**src/rtl/rwin_pkg.sv**
```systemverilog
package rwin_pkg;

    localparam int PTR_W = 5;
    localparam int CNT_W = 5;
    localparam int WST_W = 6;
    localparam int VEC_W = 3;

    typedef enum logic [1:0] {
        OP_IDLE    = 2'd0,
        OP_SAVE    = 2'd1,
        OP_RESTORE = 2'd2,
        OP_RETURN  = 2'd3
    } rwin_op_e;

    typedef enum logic [2:0] {
        TK_NONE     = 3'd0,
        TK_SPILL_N  = 3'd1,
        TK_SPILL_O  = 3'd2,
        TK_FILL_N   = 3'd3,
        TK_FILL_O   = 3'd4,
        TK_CLEAN    = 3'd5,
        TK_MISALIGN = 3'd6
    } rwin_trap_e;

    typedef struct packed {
        logic [PTR_W-1:0] cwp;
        logic [CNT_W-1:0] cansave;
        logic [CNT_W-1:0] canrestore;
        logic [CNT_W-1:0] cleanwin;
        logic [CNT_W-1:0] otherwin;
        logic [WST_W-1:0] wstate;
    } rwin_ctx_t;

endpackage

```
**src/rtl/rwin_ptr_step.sv**
```systemverilog
module rwin_ptr_step
    import rwin_pkg::*;
#(
    parameter int NWIN = 8
) (
    input  logic [PTR_W-1:0] cur,
    output logic [PTR_W-1:0] nxt_up,
    output logic [PTR_W-1:0] nxt_dn
);
    localparam logic [PTR_W-1:0] LAST = PTR_W'(NWIN - 1);

    always_comb begin
        if (cur >= LAST) nxt_up = '0;
        else             nxt_up = cur + PTR_W'(1);
        if (cur == '0 || cur > LAST) nxt_dn = LAST;
        else                         nxt_dn = cur - PTR_W'(1);
    end
endmodule

```
**src/rtl/rwin_sum.sv**
```systemverilog
module rwin_sum #(
    parameter int W = 64
) (
    input  logic [W-1:0] a,
    input  logic [W-1:0] b,
    output logic [W-1:0] s
);
    always_comb s = a + b;
endmodule

```
**src/rtl/rwin_trap_eval.sv**
```systemverilog
module rwin_trap_eval
    import rwin_pkg::*;
(
    input  rwin_op_e        op,
    input  rwin_ctx_t       ctx,
    input  logic [1:0]      tgt_low,
    output rwin_trap_e      kind,
    output logic [VEC_W-1:0] vec,
    output logic            commit
);
    logic             no_save;
    logic             no_rest;
    logic             other;
    logic             clean_hit;
    logic [VEC_W-1:0] fld;

    always_comb begin
        no_save   = (ctx.cansave == '0);
        no_rest   = (ctx.canrestore == '0);
        other     = (ctx.otherwin != '0);
        clean_hit = ((ctx.cleanwin - ctx.canrestore) == '0);
        fld       = other ? ctx.wstate[5:3] : ctx.wstate[2:0];

        kind   = TK_NONE;
        vec    = '0;
        commit = 1'b0;
        unique case (op)
            OP_SAVE: begin
                if (no_save) begin
                    kind = other ? TK_SPILL_O : TK_SPILL_N;
                    vec  = fld;
                end else if (clean_hit) begin
                    kind = TK_CLEAN;
                end else begin
                    commit = 1'b1;
                end
            end
            OP_RESTORE: begin
                if (no_rest) begin
                    kind = other ? TK_FILL_O : TK_FILL_N;
                    vec  = fld;
                end else begin
                    commit = 1'b1;
                end
            end
            OP_RETURN: begin
                if (no_rest) begin
                    kind = other ? TK_FILL_O : TK_FILL_N;
                    vec  = fld;
                end else if (tgt_low != 2'b00) begin
                    kind = TK_MISALIGN;
                end else begin
                    commit = 1'b1;
                end
            end
            default: ;
        endcase
    end
endmodule

```
**src/rtl/rwin_ctrl.sv**
```systemverilog
module rwin_ctrl
    import rwin_pkg::*;
#(
    parameter int NWIN   = 8,
    parameter int DATA_W = 64
) (
    input  logic              clk,
    input  logic              rst_n,
    input  logic [1:0]        req_op,
    input  logic [DATA_W-1:0] opa,
    input  logic [DATA_W-1:0] opb,
    input  logic              ld_en,
    input  logic [4:0]        ld_cwp,
    input  logic [4:0]        ld_cansave,
    input  logic [4:0]        ld_canrestore,
    input  logic [4:0]        ld_cleanwin,
    input  logic [4:0]        ld_otherwin,
    input  logic [5:0]        ld_wstate,
    output logic              rsp_valid,
    output logic              rsp_commit,
    output logic              rsp_trap,
    output logic [2:0]        rsp_kind,
    output logic [2:0]        rsp_vec,
    output logic              rsp_redirect,
    output logic [DATA_W-1:0] rsp_value,
    output logic [4:0]        cwp,
    output logic [4:0]        cansave,
    output logic [4:0]        canrestore,
    output logic [4:0]        cleanwin,
    output logic [4:0]        otherwin,
    output logic [5:0]        wstate
);
    localparam logic [CNT_W-1:0] RST_AVAIL = CNT_W'(NWIN - 2);
    localparam logic [CNT_W-1:0] ONE       = CNT_W'(1);

    typedef struct packed {
        rwin_ctx_t         ctx;
        logic              valid;
        logic              commit;
        logic              trap;
        logic              redirect;
        rwin_trap_e        kind;
        logic [VEC_W-1:0]  vec;
        logic [DATA_W-1:0] value;
    } state_t;

    state_t st_d, st_q;

    rwin_op_e          op;
    logic [DATA_W-1:0] sum;
    logic [PTR_W-1:0]  ptr_up, ptr_dn;
    rwin_trap_e        ev_kind;
    logic [VEC_W-1:0]  ev_vec;
    logic              ev_commit;

    assign op = rwin_op_e'(req_op);

    rwin_sum #(.W(DATA_W)) u_sum (
        .a (opa),
        .b (opb),
        .s (sum)
    );

    rwin_ptr_step #(.NWIN(NWIN)) u_step (
        .cur    (st_q.ctx.cwp),
        .nxt_up (ptr_up),
        .nxt_dn (ptr_dn)
    );

    rwin_trap_eval u_eval (
        .op      (op),
        .ctx     (st_q.ctx),
        .tgt_low (sum[1:0]),
        .kind    (ev_kind),
        .vec     (ev_vec),
        .commit  (ev_commit)
    );

    always_comb begin
        st_d          = st_q;
        st_d.valid    = 1'b0;
        st_d.commit   = 1'b0;
        st_d.trap     = 1'b0;
        st_d.redirect = 1'b0;
        st_d.kind     = TK_NONE;
        st_d.vec      = '0;
        if (ld_en) begin
            st_d.ctx.cwp        = ld_cwp;
            st_d.ctx.cansave    = ld_cansave;
            st_d.ctx.canrestore = ld_canrestore;
            st_d.ctx.cleanwin   = ld_cleanwin;
            st_d.ctx.otherwin   = ld_otherwin;
            st_d.ctx.wstate     = ld_wstate;
        end else if (op != OP_IDLE) begin
            st_d.valid    = 1'b1;
            st_d.value    = sum;
            st_d.commit   = ev_commit;
            st_d.trap     = !ev_commit;
            st_d.kind     = ev_kind;
            st_d.vec      = ev_vec;
            st_d.redirect = ev_commit && (op == OP_RETURN);
            if (ev_commit) begin
                if (op == OP_SAVE) begin
                    st_d.ctx.cwp        = ptr_up;
                    st_d.ctx.cansave    = st_q.ctx.cansave - ONE;
                    st_d.ctx.canrestore = st_q.ctx.canrestore + ONE;
                end else begin
                    st_d.ctx.cwp        = ptr_dn;
                    st_d.ctx.cansave    = st_q.ctx.cansave + ONE;
                    st_d.ctx.canrestore = st_q.ctx.canrestore - ONE;
                end
            end
        end
    end

    always_ff @(posedge clk) begin
        if (!rst_n) begin
            st_q                <= '0;
            st_q.ctx.cansave    <= RST_AVAIL;
            st_q.ctx.cleanwin   <= RST_AVAIL;
        end else begin
            st_q <= st_d;
        end
    end

    assign rsp_valid    = st_q.valid;
    assign rsp_commit   = st_q.commit;
    assign rsp_trap     = st_q.trap;
    assign rsp_kind     = st_q.kind;
    assign rsp_vec      = st_q.vec;
    assign rsp_redirect = st_q.redirect;
    assign rsp_value    = st_q.value;
    assign cwp          = st_q.ctx.cwp;
    assign cansave      = st_q.ctx.cansave;
    assign canrestore   = st_q.ctx.canrestore;
    assign cleanwin     = st_q.ctx.cleanwin;
    assign otherwin     = st_q.ctx.otherwin;
    assign wstate       = st_q.ctx.wstate;
endmodule

```
**config.mk**
```make
export PLATFORM = sky130hd
export DESIGN_NAME = rwin_ctrl
export DESIGN_NICKNAME = d
export VERILOG_FILES = /design/src/rtl/rwin_pkg.sv /design/src/rtl/rwin_ptr_step.sv /design/src/rtl/rwin_sum.sv /design/src/rtl/rwin_trap_eval.sv /design/src/rtl/rwin_ctrl.sv
export SDC_FILE = /design/constraint.sdc
export NUM_CORES = 1
export LEC_CHECK = 0
export BUFFER_PORTS_ARGS = -buffer_cell sky130_fd_sc_hd__buf_2
export CAP_MARGIN = 20
export CORE_MARGIN = 10
export CORE_UTILIZATION = 38
export CTS_CLUSTER_SIZE = 14
export DETAILED_ROUTE_END_ITERATION = 12
export GPL_TIMING_DRIVEN = 0
export PLACE_DENSITY = 0.65
export SLEW_MARGIN = 5
export SYNTH_ARGS = -nofsm -noshare
export SYNTH_HDL_FRONTEND = slang
export SYNTH_SLANG_ARGS = --single-unit
```
**constraint.sdc**
```tcl
create_clock -name clk -period 2.5 [get_ports clk]
set_input_delay 0 -clock clk [delete_from_list [all_inputs] [get_ports clk]]
set_output_delay 0 -clock clk [all_outputs]
set_load 0.005 [all_outputs]
```
Word-level counts from Yosys, hierarchy flattened
Cells that the tools add are included. W data, S select, Z words.

Flip-flop bits (word level): 105. Bits of input ports: 164. Word-level logic and storage cells: 71. Output and inout bits: 105.

Bitwise logic cells: 3. $lt $le $gt $ge: 2. Mux-type cells: 25. Add/sub/neg operators: 8. Reductions and logical operators: 17. Equal/unequal tests: 3.

Operators with widths (count): $mux W74 (1); $add A64 B64 Y64 (1); $mux W15 (4); $mux W3 (9); $logic_not A5 Y1 (4); $add A5 B1 Y5 const B (3); $sub A5 B1 Y5 const B (3); $mux W5 (2); $pmux W3 S3 (1); $reduce_bool A2 Y1 (4); $pmux W3 S2 (1); $ge A5 B3 Y1 const B (1); $gt A5 B3 Y1 const B (1); $mux W1 (5); $reduce_bool A5 Y1 (1); $sub A5 B5 Y5 (1); $eq A2 B2 Y1 const B (2); $reduce_and A2 Y1 (2); $reduce_or A2 Y1 (2); $not A1 Y1 (3); $pmux W1 S3 (1); $reduce_or A3 Y1 (1); $eq A2 B1 Y1 const B (1); $mux W2 (1); other kinds (3) (3).

Depth between registers and ports, before layout
Word-level depth: 8. Gate-level depth with buffers: 13. Depth with buffers taken out: 12.

Hierarchy
From an unflattened synthesis, not the netlist that was laid out.

Cell total of the unflattened synthesis: 1115. Area, all modules: 8638.3 sq um.

Modules (own cells, without submodules): rwin_ctrl (area each 4334.2 sq um, times used 1, seq. area each 2102.0 sq um, cells each 490); rwin_sum (area each 3829.9 sq um, times used 1, seq. area each 0.0 sq um, cells each 558); rwin_trap_eval (area each 326.6 sq um, times used 1, seq. area each 0.0 sq um, cells each 47); rwin_ptr_step (area each 147.6 sq um, times used 1, seq. area each 0.0 sq um, cells each 20).

Least setup slack after synthesis
OpenSTA, ideal clock, no wires.

Path type: reg2reg. Start point: register, netlist name canrestore[1]. End point: register, netlist name cwp[2]. Slack: -0.016 ns. Period minus slack after synthesis: 2.516 ns. Required time: 2.383 ns. Path buffers: 1. Arrival time: 2.399 ns. Stages on the path, launching flop included: 13. Setup time: 0.117 ns. Cells stage by stage: dfxtp_1 -> inv_1 -> ha_1 -> nor2b_1 -> o21ai_0 -> a31oi_1 -> a31oi_1 -> a21oi_1 -> a21oi_2 -> buf_2 -> mux2i_1 -> nand3_1 -> o211a_1.

Word-level cells in the longest chain between the ends: 7. Elaborated cells between the ends (all ways): 10. Those cells by class: add/sub: 1; mux: 5; reduce/logical: 4.

RTL lines: $sub A5 B5 Y5 (line rwin_trap_eval.sv:21) `clean_hit = ((ctx.cleanwin - ctx.canrestore) == '0);`; $logic_not A5 Y1 (line rwin_trap_eval.sv:21); $mux W1 (line rwin_trap_eval.sv:32) `end else if (clean_hit) begin`; $mux W1 (line rwin_trap_eval.sv:29) `if (no_save) begin`; $pmux W1 S3 (*) (line rwin_trap_eval.sv:27) `unique case (op)`; $reduce_bool A2 Y1 (no source line) (*); $reduce_and A2 Y1 (no source line) (*).

Mark *: on every way between the ends. The rest lies on a longest branch, timed or not. A chain may end at the register's enable or synchronous reset.

Worst setup path in the final report
Start point: input opa[0]. End point: register st_q, in the netlist rsp_value[40].

Word-level cells in the longest chain between the ends: 1.

RTL lines: start: declaration (line rwin_ctrl.sv:10) `input logic [DATA_W-1:0] opa,`; $add A64 B64 Y64 (line rwin_sum.sv:8) `always_comb s = a + b;`; end signal: assignment (line rwin_ctrl.sv:122) `st_q <= st_d;`; end: declaration (line rwin_ctrl.sv:47) `state_t st_d, st_q;`.

No other way between the ends.

==> run metrics <==
CTS tree built; NetSw 2.055 mW; f_max 415.7 MHz; IO Pins 269; Setup CP Type primary input to flop; hold slack 0.04235 ns; Startpoint Class primary input; DP HPWL 24.14 mm; total CTS buffers 9; crit path from opa[0]; DR vias/cell 5.333; Bufs on Longest Clock Path 2; critical-path cell list buf_2 -> ha_2 -> fa_2 -> a211oi_2 -> o21ai_2 -> a21o_1 -> o2bb2ai_2 -> o21ai_0 -> o21bai_1 -> a21oi_1 -> o21ai_0 -> xnor2_1 -> o21ai_0; P_int 3.467 mW; Lkg Pwr 5.166 nW; Residual DRC 0; Synth area leader dfxtp_1; worst skew pair latency 0.36 ns; Synth Instances 1,076; Slew Limit Fails 0; status complete, no violations; Logic pwr share 38.0%; Most Crowded Layer GR met2; RR Startpoint cleanwin[1]; largest net degree at the start of global routing 22; starting density of the core 38.48%; Antenna Nets Post-Route 0; worst-margin pin slew 0.8879 ns; post-synthesis register bit count 105; gp weighted congestion 0.8970; cell area after layout 10,890 um2; CP Capture Type flop; total power 5.522 mW; met3 GRT Util 5.006%; WP data required 2.73 ns; Hold Fails Final Rpt 0; Placement Cell Area 10,040 um2; Max-Cap Viols 0; Core Region 21,690 um2; top cell type's share of synthesized area 25.19%; synth unique cells 77; Initial DRT Pass Iterations 5; period utilization 96.23%; fin nets 1,638; YS warnings 0; Post-synth EDFFs 0; Final setup viols 0; register area share after synthesis 25.19%; fin crit period 2.406 ns; Clock Sinks 105; met2 usage in global routing 34.77%; Die Area 28,290 um2; CP Max Fanout 3; sequential power share 34.9%; vias in the first global route 8,926; Mapped Nets 1,318; Critical Path AT 2.64 ns; top post-synthesis cells by area dfxtp_1 25%, ha_1 11%, nand2_1 6.7%; CP max stage delay 0.38 ns; sw frac 37.21%; Hold Path Origin ld_cwp[4]; CTS root buffer clkbuf_16; ys flop type dfxtp_1; Worst Hold End cwp[4]; clock slew at reported path FFs 0.08 ns; number of I/O port buffers 267; GR Layer Usage met1 25.09%; WP buf/inv 1; first-pass GRT wire length 47.38 mm; synthesized cell area 8346 um2; hold depth 4; H-tree Lvls 3; Crit path max-delay family compound AO/OA/AOI/OAI gates; worst reg2reg path depth 11; cell mode on critical path o21ai_0; clock power share 27.0%; Vias 8,964; WL final 30.24 mm; worst reg-to-reg setup slack 0.13 ns; Rows 54; final core occ 50.19%; Total GRT Usage 20.26%; Max VDD drop 0.3381 mV; Avg Cell Area, Syn 7.756 um2; R2R Path End cwp[0]; worst min path class primary input to flop; area grow syn2layout 30.43%; CP max stage cell fa_2; WL/cell 17.99 um; max_slew headroom 40.80%; 1st-iter DRT viols 569; total grt overflow 0; layout cells sized above 1 25.27%; Die Height 168.2 um; ys async rst share 0%; initial antenna violation count 0; Clock Skew 0.01204 ns; die width 168.2 um; PwrDens 507.3 nW/um2; antenna fix cells 0
[synthesized netlist by cell type, types with 18 or more instances]
cell type and instances:
a21o_1 38, a21oi_1 92, and2_1 51, clkbuf_1 39
dfxtp_1 105, ha_1 75, inv_1 31, mux2i_1 24
nand2_1 148, nand3_1 22, nand4_1 18, nor2_1 57
nor2b_1 23, o21ai_0 95, xnor2_1 42, xor2_1 24
[per-layer routing]
layer	part of all wire [%]	vias up
li1	-	4481
met1	44	4140
met2	47	314
met3	7.1	29
met4	1.3	0
met5	0	-
[state kept, by name, summed over array words and instances, names as in the netlist]
register      cells
canrestore        5
otherwin          5
rsp_valid         1
rsp_vec           3
cansave           5
cwp               5
wstate            6
cleanwin          5
rsp_kind          3
rsp_value        64
rsp_trap          1
rsp_commit        1
rsp_redirect      1
[layout make-up]
type	count	area [um2]
multi-input combinational	885	6033
clock buffer	9	225.2
timing repair buffer	309	1733
buffer	54	236.5
fill	2186	10800
sequential	105	2108
inverter	32	120.1
clock inverter	7	78.83
tap	280	350.3
[cell usage in the layout (no fill, tap or decap), types with 6 or more instances in the layout]
cell,n
nand4_1,18
buf_2,277
nor2b_1,23
and3_1,11
clkbuf_16,9
nand2_1,148
clkbuf_1,39
and2_1,51
xnor2_1,42
o21bai_1,16
a21boi_0,7
buf_4,8
a21oi_1,88
o21ai_1,7
nand3_1,22
dlygate4sd3_1,32
o211ai_1,6
nor3_1,14
o21a_1,6
inv_1,31
a31oi_1,7
ha_1,73
dfxtp_1,102
xor2_1,24
o21ai_0,92
nand2b_1,6
a21o_1,38
mux2i_1,24
nor2_1,56
o21ai_2,6
o211a_1,7
[cell families (layout without fill, tap and decap cells)]
kind of cell | count (synthesis) | in the layout | synth area share, %
and+or+nand+nor | 374 | 374 | 22.10
AOI/OAI and AO/OA | 342 | 342 | 26.61
muxes | 25 | 25 | 3.013
DFF | 105 | 105 | 25.19
xor gates and xnor gates | 66 | 66 | 6.926
adders and majority gates | 78 | 78 | 11.96
buffers and inverters | 86 | 411 | 4.198
[stage by stage]
stage                     setup WS (ns)  setup TNS, ns  std cells
after CTS                     -0.003496      -0.003496       1676
after detailed placement        -0.7985         -15.13       1623
after floorplan                 0.02558              0       1076
after global placement          -0.7995         -13.36       1623
final                           0.09437              0       1681
after global routing           -0.02109       -0.02650       1681
[power groups by stage]
stage          registers [mW]  logic [mW]  clock network [mW]
6_report                 1.93        2.10                1.49
5_1_grt                  1.95        2.33                1.58
4_1_cts                  1.93        2.04                1.51
3_5_place_dp             1.97        1.96                   0
3_3_place_gp             1.96        1.94                   0
2_1_floorplan            1.96        1.29                   0
[worst max-delay path by stage]
stage	end	slack [ns]	cells past startpoint
after global placement	rsp_value[62]	-0.80	13
final	rsp_value[40]	0.09	13
after CTS	cwp[2]	-0.003	12
after floorplan	cwp[2]	0.03	12
after detailed placement	rsp_value[62]	-0.80	13
after global routing	rsp_value[40]	-0.02	13
[worst reg2reg max path, delay by kind of cell, from the launching register on]
kind	cells	cell delay, ns
and+or+nand+nor	2	0.31
AOI/OAI and AO/OA	7	1.15
DFF	1	0.41
adders and majority gates	1	0.23
buffers and inverters	1	0.22
[what timing repair did]
item | in CTS | in global routing
setup endpoints to repair | 29 | 29
hold buffers | 32 | 0
cloned | 0 | 1
resized for setup | 11 | 23
hold endpoints to repair | 31 | 0
pin swaps | 5 | 10
buffers inserted | 5 | 4
Power figures use the tool's default switching activity.
